==> src/rtl/fdiv_pkg.sv <==
package fdiv_pkg;
    localparam int REG_W    = 32;
    localparam int SEL_POS  = 8;
    localparam int TRIG_POS = 16;
    localparam int PRE_POS  = 17;
endpackage

==> src/rtl/fdiv_shadow.sv <==
module fdiv_shadow #(
    parameter int DIV_W   = 6,
    parameter int SEL_W   = 2,
    parameter bit HAS_PRE = 1'b1
) (
    input  logic                     clk,
    input  logic                     rst_n,
    input  logic                     wr_en,
    input  logic [fdiv_pkg::REG_W-1:0] wdata,
    input  logic                     tick,
    output logic [DIV_W-1:0]         shadow_div,
    output logic [SEL_W-1:0]         shadow_sel,
    output logic                     div_pend,
    output logic                     sel_pend,
    output logic                     apply_div,
    output logic                     apply_sel,
    output logic [fdiv_pkg::REG_W-1:0] rdata
);
    import fdiv_pkg::*;

    typedef struct packed {
        logic [DIV_W-1:0] div;
        logic [SEL_W-1:0] sel;
        logic             trig;
        logic             pre;
    } shd_t;

    shd_t s_q, s_d;
    logic wdata_unused;

    assign wdata_unused = ^wdata;

    always_comb begin
        s_d      = s_q;
        s_d.trig = s_q.trig & ~tick;
        s_d.pre  = s_q.pre & ~tick;
        if (wr_en) begin
            s_d.div = wdata[DIV_W-1:0];
            s_d.sel = wdata[SEL_POS +: SEL_W];
            if (wdata[TRIG_POS]) begin
                s_d.trig = 1'b1;
            end
            if (HAS_PRE && wdata[PRE_POS]) begin
                s_d.pre = 1'b1;
            end
        end
    end

    always_ff @(posedge clk) begin
        if (!rst_n) begin
            s_q <= '0;
        end else begin
            s_q <= s_d;
        end
    end

    generate
        if (HAS_PRE) begin : g_pre
            assign sel_pend = s_q.pre;
        end else begin : g_nopre
            assign sel_pend = s_q.trig;
        end
    endgenerate

    assign div_pend   = s_q.trig;
    assign apply_div  = s_q.trig & tick;
    assign apply_sel  = sel_pend & tick;
    assign shadow_div = s_q.div;
    assign shadow_sel = s_q.sel;

    always_comb begin
        rdata                     = '0;
        rdata[DIV_W-1:0]          = s_q.div;
        rdata[SEL_POS +: SEL_W]   = s_q.sel;
        rdata[TRIG_POS]           = s_q.trig;
        rdata[PRE_POS]            = s_q.pre;
    end
endmodule

==> src/rtl/fdiv_phase.sv <==
module fdiv_phase #(
    parameter int INT_W       = 4,
    parameter int FRAC_W      = 2,
    parameter bit FIXED       = 1'b0,
    parameter int FIXED_FIELD = 4
) (
    input  logic                    clk,
    input  logic                    rst_n,
    input  logic                    load,
    input  logic [INT_W+FRAC_W-1:0] load_field,
    output logic                    tick
);
    localparam int DIV_W = INT_W + FRAC_W;
    localparam int ACC_W = DIV_W + 1;
    localparam logic [ACC_W-1:0] ONE = ACC_W'(1) << FRAC_W;

    typedef struct packed {
        logic [DIV_W-1:0] live;
        logic [ACC_W-1:0] acc;
    } ph_t;

    ph_t p_q, p_d;
    logic [DIV_W-1:0] eff_field;
    logic [ACC_W-1:0] scaled;
    logic [ACC_W-1:0] sum;

    generate
        if (FIXED) begin : g_fixed
            assign eff_field = DIV_W'(FIXED_FIELD);
        end else begin : g_prog
            assign eff_field = p_q.live;
        end
    endgenerate

    assign scaled = {1'b0, eff_field} + ONE;
    assign sum    = p_q.acc + ONE;
    assign tick   = (sum >= scaled);

    always_comb begin
        p_d = p_q;
        if (load) begin
            p_d.live = load_field;
            p_d.acc  = '0;
        end else if (tick) begin
            p_d.acc = sum - scaled;
        end else begin
            p_d.acc = sum;
        end
    end

    always_ff @(posedge clk) begin
        if (!rst_n) begin
            p_q <= '0;
        end else begin
            p_q <= p_d;
        end
    end
endmodule

==> src/rtl/fdiv_top.sv <==
module fdiv_top #(
    parameter int INT_W       = 4,
    parameter int FRAC_W      = 2,
    parameter int SEL_W       = 2,
    parameter int N_SRC       = 3,
    parameter bit HAS_PRE     = 1'b1,
    parameter bit FIXED       = 1'b0,
    parameter int FIXED_FIELD = 4
) (
    input  logic             clk,
    input  logic             rst_n,
    input  logic             reg_wr,
    input  logic [31:0]      reg_wdata,
    output logic [31:0]      reg_rdata,
    input  logic             run_en,
    output logic [SEL_W-1:0] src_sel,
    output logic             clk_en
);
    localparam int DIV_W = INT_W + FRAC_W;

    typedef struct packed {
        logic [SEL_W-1:0] sel;
    } top_t;

    top_t t_q, t_d;

    logic [DIV_W-1:0] shadow_div;
    logic [SEL_W-1:0] shadow_sel;
    logic             div_pend;
    logic             sel_pend;
    logic             apply_div;
    logic             apply_sel;
    logic             tick;
    logic             sel_ok;

    fdiv_shadow #(.DIV_W(DIV_W), .SEL_W(SEL_W), .HAS_PRE(HAS_PRE)) u_shadow (
        .clk        (clk),
        .rst_n      (rst_n),
        .wr_en      (reg_wr),
        .wdata      (reg_wdata),
        .tick       (tick),
        .shadow_div (shadow_div),
        .shadow_sel (shadow_sel),
        .div_pend   (div_pend),
        .sel_pend   (sel_pend),
        .apply_div  (apply_div),
        .apply_sel  (apply_sel),
        .rdata      (reg_rdata)
    );

    fdiv_phase #(.INT_W(INT_W), .FRAC_W(FRAC_W), .FIXED(FIXED),
                 .FIXED_FIELD(FIXED_FIELD)) u_phase (
        .clk        (clk),
        .rst_n      (rst_n),
        .load       (apply_div),
        .load_field (shadow_div),
        .tick       (tick)
    );

    assign sel_ok = ({1'b0, shadow_sel} < (SEL_W+1)'(N_SRC));

    always_comb begin
        t_d = t_q;
        if (apply_sel && sel_ok) begin
            t_d.sel = shadow_sel;
        end
    end

    always_ff @(posedge clk) begin
        if (!rst_n) begin
            t_q <= '0;
        end else begin
            t_q <= t_d;
        end
    end

    assign src_sel = t_q.sel;
    assign clk_en  = tick & (run_en | div_pend | sel_pend);
endmodule

==> config.mk <==
export PLATFORM = sky130hd
export DESIGN_NAME = fdiv_top
export DESIGN_NICKNAME = d
export VERILOG_FILES = /design/src/rtl/fdiv_pkg.sv /design/src/rtl/fdiv_shadow.sv /design/src/rtl/fdiv_phase.sv /design/src/rtl/fdiv_top.sv
export SDC_FILE = /design/constraint.sdc
export NUM_CORES = 1
export LEC_CHECK = 0
export CORE_MARGIN = 8
export CORE_UTILIZATION = 45
export DETAILED_ROUTE_END_ITERATION = 10
export PLACE_DENSITY = 0.87
export SYNTH_ARGS = -nofsm -noshare
export SYNTH_HDL_FRONTEND = slang
export SYNTH_SLANG_ARGS = --single-unit
==> constraint.sdc <==
create_clock -name clk -period 3.55 [get_ports clk]
set_input_delay 0.355 -clock clk [delete_from_list [all_inputs] [get_ports clk]]
set_output_delay 0.355 -clock clk [all_outputs]
set_load 0.02 [all_outputs]
# Word-level counts from Yosys, hierarchy flattened

Cells that the tools add are included.

Reduce and logical (&&, ||, !) cells: 2
Add/subtract/negate cells: 3
Muxes and demuxes: 4
Bitwise gates (word level): 9
Magnitude comparators: 2

Operators with widths:

| operator                                                       | number |
|---|---|
| 6-bit by 3-bit adder with 7-bit output (second input constant) | 1 |
| 7-bit by 3-bit adder with 7-bit output (second input constant) | 1 |
| 7-bit >= comparator                                            | 1 |
| 7-bit 2-to-1 mux                                               | 1 |
| 7-bit subtractor                                               | 1 |
| 1-bit AND                                                      | 5 |
| 2-bit < comparator (second input constant)                     | 1 |
| 1-bit 2-to-1 mux                                               | 2 |
| 2-bit 2-to-1 mux                                               | 1 |
| 1-bit inverter                                                 | 2 |
| 1-bit OR                                                       | 2 |
| 2-bit OR reduction                                             | 1 |
| 1-bit logical AND                                              | 1 |

Output and inout port bits: 35
Register bits after elaboration: 25
Input bits: 36
Logic and storage cells: 27

# Logic depth before layout (Yosys ltp)

Depth after elaboration: 6
Depth in mapped cells: 11
Gate-level depth less buffers: 9

# Cells and area by module

A second synthesis with hierarchy kept.

Cell total of the unflattened synthesis: 183
Area, all modules: 1690.4 µm²

By module, submodules not included:

| module      | sequential area each (µm²) | cells an instance | area each (µm²) | instances |
|---|---|---|---|---|
| fdiv_phase  | 260.2                      | 107               | 969.7           | 1 |
| fdiv_shadow | 200.2                      | 68                | 633.1           | 1 |
| fdiv_top    | 40.0                       | 8                 | 87.6            | 1 |

# Least setup slack after synthesis

Ideal clock, no wire load.

Path kind: register -> output
Start point: register u_phase.p_q[2] (netlist name)
End point: output port clk_en
Stages on the path, launching flop included: 11
Path buffers: 2
Required time: 3.195 ns
Slack: 1.231 ns
Arrival: 1.964 ns
Path through: dfxtp_1 ha_1 nand3_1 xnor2_1 ha_1 nand2_1 nor3_2 a21oi_2 buf_6 buf_12 nor2_1

Cells in the longest elaborated chain, start to end: 3

RTL lines:

| what                                   | RTL line         | source |
|---|---|---|
| from (decl)                            | fdiv_phase.sv:22 | `ph_t p_q, p_d;` |
| from (signal assigned)                 | fdiv_phase.sv:55 | `p_q <= p_d;` |
| 7-bit by 3-bit adder with 7-bit output | fdiv_phase.sv:36 | `assign sum = p_q.acc + ONE;` |
| 7-bit >= comparator                    | fdiv_phase.sv:37 | `assign tick = (sum >= scaled);` |
| 1-bit AND                              | fdiv_top.sv:78   | `assign clk_en = tick & (run_en \| div_pend \| sel_pend);` |
| to (decl)                              | fdiv_top.sv:17   | `output logic clk_en` |

No other way between the ends.

# Worst setup path in the final report

Same ends and word-level chain as after synthesis.

==> results by group <==
Worst setup path
  • Crit path launch type: register
  • CP endpoint kind: primary output
  • Crit path max fanout: 3
  • R2R cell count: 10
  • Most used cell, CP: ha_1
  • Slowest cell delay on critical path: 0.64 ns
  • WP data required: between 3 and 4 ns
  • Slowest stage cell on the critical path: clkdlybuf4s50_1
  • Worst path bufs/invs: 1
  • Setup CP Type: register to primary output
  • Critical path cell sequence: ha_1 -> nand3_1 -> xnor2_1 -> ha_1 -> nand2_1 -> nor3_2 -> a21oi_2 -> nor2_1 -> clkdlybuf4s50_1
  • Top delay family on crit path: buffers and inverters
  • Critical path depth in cells: 9
  • CP arrival: 2.71 ns

Final layout
  • Nets: around 240
  • Layout area overhead: 13.2%
  • Layout cells sized above 1: under 10%
  • Diodes inserted: 0
  • Design area: between 1500 and 2000 um2

Clocking
  • Worst-path clk slew: about 0.15 ns
  • TritonCTS clock tree: yes
  • # resized after CTS: 0
  • CTS Buffer Depth: 2
  • Number of post-CTS setup repair buffers: 0
  • H-tree depth: 1
  • Clk sinks: 25
  • Num CTS Buffers: 3
  • Worst skew pair latency: 0.32 ns
  • Post-CTS Hold Buffers: 0
  • Root Buffer: clkbuf_4

Power
  • Pwr dens: around 600 nW/um2
  • VDD IR max: about 0.0003 V
  • Pwr Total: between 1 and 1.5 mW
  • Static leakage: between 0.7 and 0.8 nW

Timing
  • RSZ-0062 raised after global routing: false
  • Clk_skew: between 0.004 and 0.005 ns
  • Max Slew Vio Count: 0
  • Setup_tns: 0 ns
  • Worst rel slew slack: ~57%
  • Final hold vios: 0
  • Tcrit/Tclk final: a little under 90%
  • Period minus WS final: between 3 and 4 ns
  • Hold Slack: around 0.47 ns
  • Slew @ Worst Pin: between 0.6 and 0.7 ns
  • Setup violations, final: 0
  • Max Freq: roughly 330 MHz

Placed design
  • Routability Congestion: about 0.83
  • Input/output buffers: 26
  • Post-DP Area: ~1800 um2
  • HPWL Detailed: ~2.5 mm

Flow run
  • Max-cap violations: 0

Detailed routing
  • Vias per cell: 4.84
  • # DRC: 0
  • Final ANT Viol Nets: 0
  • Drt total wl: around 3.2 mm
  • First-pass DRT Iterations: 4
  • DR iter-0 viols: 71
  • WL/cell: about 13 um
  • Via count of the routed design: roughly 1.2k

Worst hold path
  • Hold Path Class: register to register
  • Hold path cells: 2

Logic synthesis
  • Mapped Area: 1590 um2
  • Avg Inst Size Synth: 9.24 um2
  • Number of flops mapped to enable cells by yosys: 0
  • Synth Instances: around 170
  • Top_reg_cell synth: dfxtp_1
  • Post-synthesis sequential area ratio: between 30% and 40%
  • Ys async rst share: 0%
  • Netlist cell types: between 40 and 50
  • Warnings from Yosys: 0
  • Synthesized flop and latch total: 25

Floorplanning
  • Die Ht: approximately 75 um
  • Row count: 21
  • Initial core utilization: a little under half
  • Core Footprint: approximately 3400 um2
  • Die area: 5690 um2
  • DIE WIDTH: approximately 75 um
  • # IOs: between 70 and 80

Global routing
  • Largest net degree at the start of global routing: 33
  • Number of global-route vias before repair: 1183
  • Initial antenna violation count: 0
  • GRT overflow: 0
  • GRT Util Overall: between 10% and 20%
  • Global-route wire length before repair: 5.17 mm

Status
  • Status: complete, no violations
metal layers:
metal	global-route usage [%]	share of wire (%)
met5	0	0
met4	5.76	1.4
met3	2.24	4.7
met2	20.3	50
met1	13.3	44
kinds of logic after synthesis:
logic type,after synthesis,share of synthesized area [%]
buf+inv,36,15.7
simple gates,52,17.6
flops,25,31.5
compound gates,27,13.9
other cells,1,0.236
fa+ha+maj,10,8.35
mux,14,8.82
xor+xnor,7,3.86
cells in the mapped netlist, types with 2 or more instances:
cell,instances,share of area (%)
dfxtp_1,25,31
buf_4,24,11
nand2_1,16,3.8
mux2i_1,14,8.8
nor2b_1,12,4.7
ha_1,9,7.1
nand3_1,6,1.9
inv_1,5,1.2
xnor2_1,5,2.8
clkbuf_1,4,0.94
o21a_1,4,1.9
a21oi_1,3,0.94
nor2_1,3,0.71
nor3_1,3,0.94
o21ai_0,3,0.94
a211oi_1,2,0.94
a21boi_1,2,0.94
a22oi_1,2,0.94
nand2b_1,2,0.79
nor3b_1,2,0.94
o221a_2,2,1.4
o41ai_2,2,2.0
or3_1,2,0.79
xor2_1,2,1.1
worst paths after layout:
path         slack [ns]              endpoint            from
min                0.47        u_phase.p_q[0]  u_phase.p_q[0]
max reg2reg        0.86  u_phase.eff_field[0]  u_phase.p_q[2]
min reg2reg        0.47        u_phase.p_q[0]  u_phase.p_q[0]
max                0.48                clk_en  u_phase.p_q[2]
worst register-to-register path, delay by kind of cell (launching register included):
kind	cells	cell delay, ns
simple gates	4	0.93
fa+ha+maj	2	0.55
flops	1	0.40
mux	1	0.26
buf+inv	1	0.21
xor+xnor	1	0.18
compound gates	1	0.10
state kept, by name, summed over array words and instances (netlist names):
register             flops
u_phase.eff_field        6
u_phase.p_q              7
u_shadow.sel_pend        1
u_shadow.shadow_sel      2
u_shadow.shadow_div      6
u_shadow.div_pend        1
src_sel                  2
cell usage in the layout (no fill, tap or decap), drive strengths merged:
| master | instances |
|---|---|
| nand3 | 6 |
| a22oi | 2 |
| a32o | 1 |
| nand2 | 16 |
| o31a | 1 |
| clkinvlp | 1 |
| nor3 | 4 |
| clkbuf | 3 |
| dfxtp | 25 |
| and3 | 1 |
| or3 | 2 |
| and2 | 1 |
| o21a | 4 |
| xor2 | 2 |
| buf | 2 |
| fa | 1 |
| a211oi | 2 |
| inv | 5 |
| a21oi | 4 |
| clkdlybuf4s50 | 26 |
| a211o | 1 |
| xnor2 | 5 |
| o21bai | 1 |
| nor2 | 4 |
| or3b | 1 |
| a21boi | 2 |
| nor2b | 12 |
| o221a | 2 |
| nor3b | 2 |
| a21o | 1 |
| nand2b | 2 |
| o21ai | 3 |
| or2b | 1 |
| o41ai | 2 |
| ha | 9 |
| mux2i | 14 |
| a31o | 1 |
| conb | 22 |
report_power, final:
part | internal, mW | leakage [nW] | switching, mW | total [mW]
combinational | 0.264 | 0.494 | 0.332 | 0.596
clock | 0.0431 | 0.0139 | 0.0931 | 0.136
sequential | 0.317 | 0.205 | 0.0266 | 0.343
per-stage QoR:
| step | worst slack [ns] | utilization [%] | cells |
|---|---|---|---|
| after global routing | 0.349 | 53.5 | 240 |
| after floorplan | 1.23 | - | 193 |
| after global placement | 0.915 | 52.6 | 236 |
| after detailed placement | 0.862 | 52.6 | 236 |
| after CTS | 0.475 | 53.5 | 240 |
| final | 0.482 | 53.5 | 240 |
cell type report:
| cell class | count | area, um2 |
|---|---|---|
| clock buffers | 3 | 22.5 |
| clock inverters | 1 | 7.51 |
| fillers | 318 | 1560 |
| inverters | 5 | 18.8 |
| multi-input cells | 132 | 917 |
| flip-flops and latches | 25 | 500 |
| well taps | 46 | 57.6 |
| repair buffers | 28 | 275 |
No activity file was read; power rests on OpenSTA's default activity.
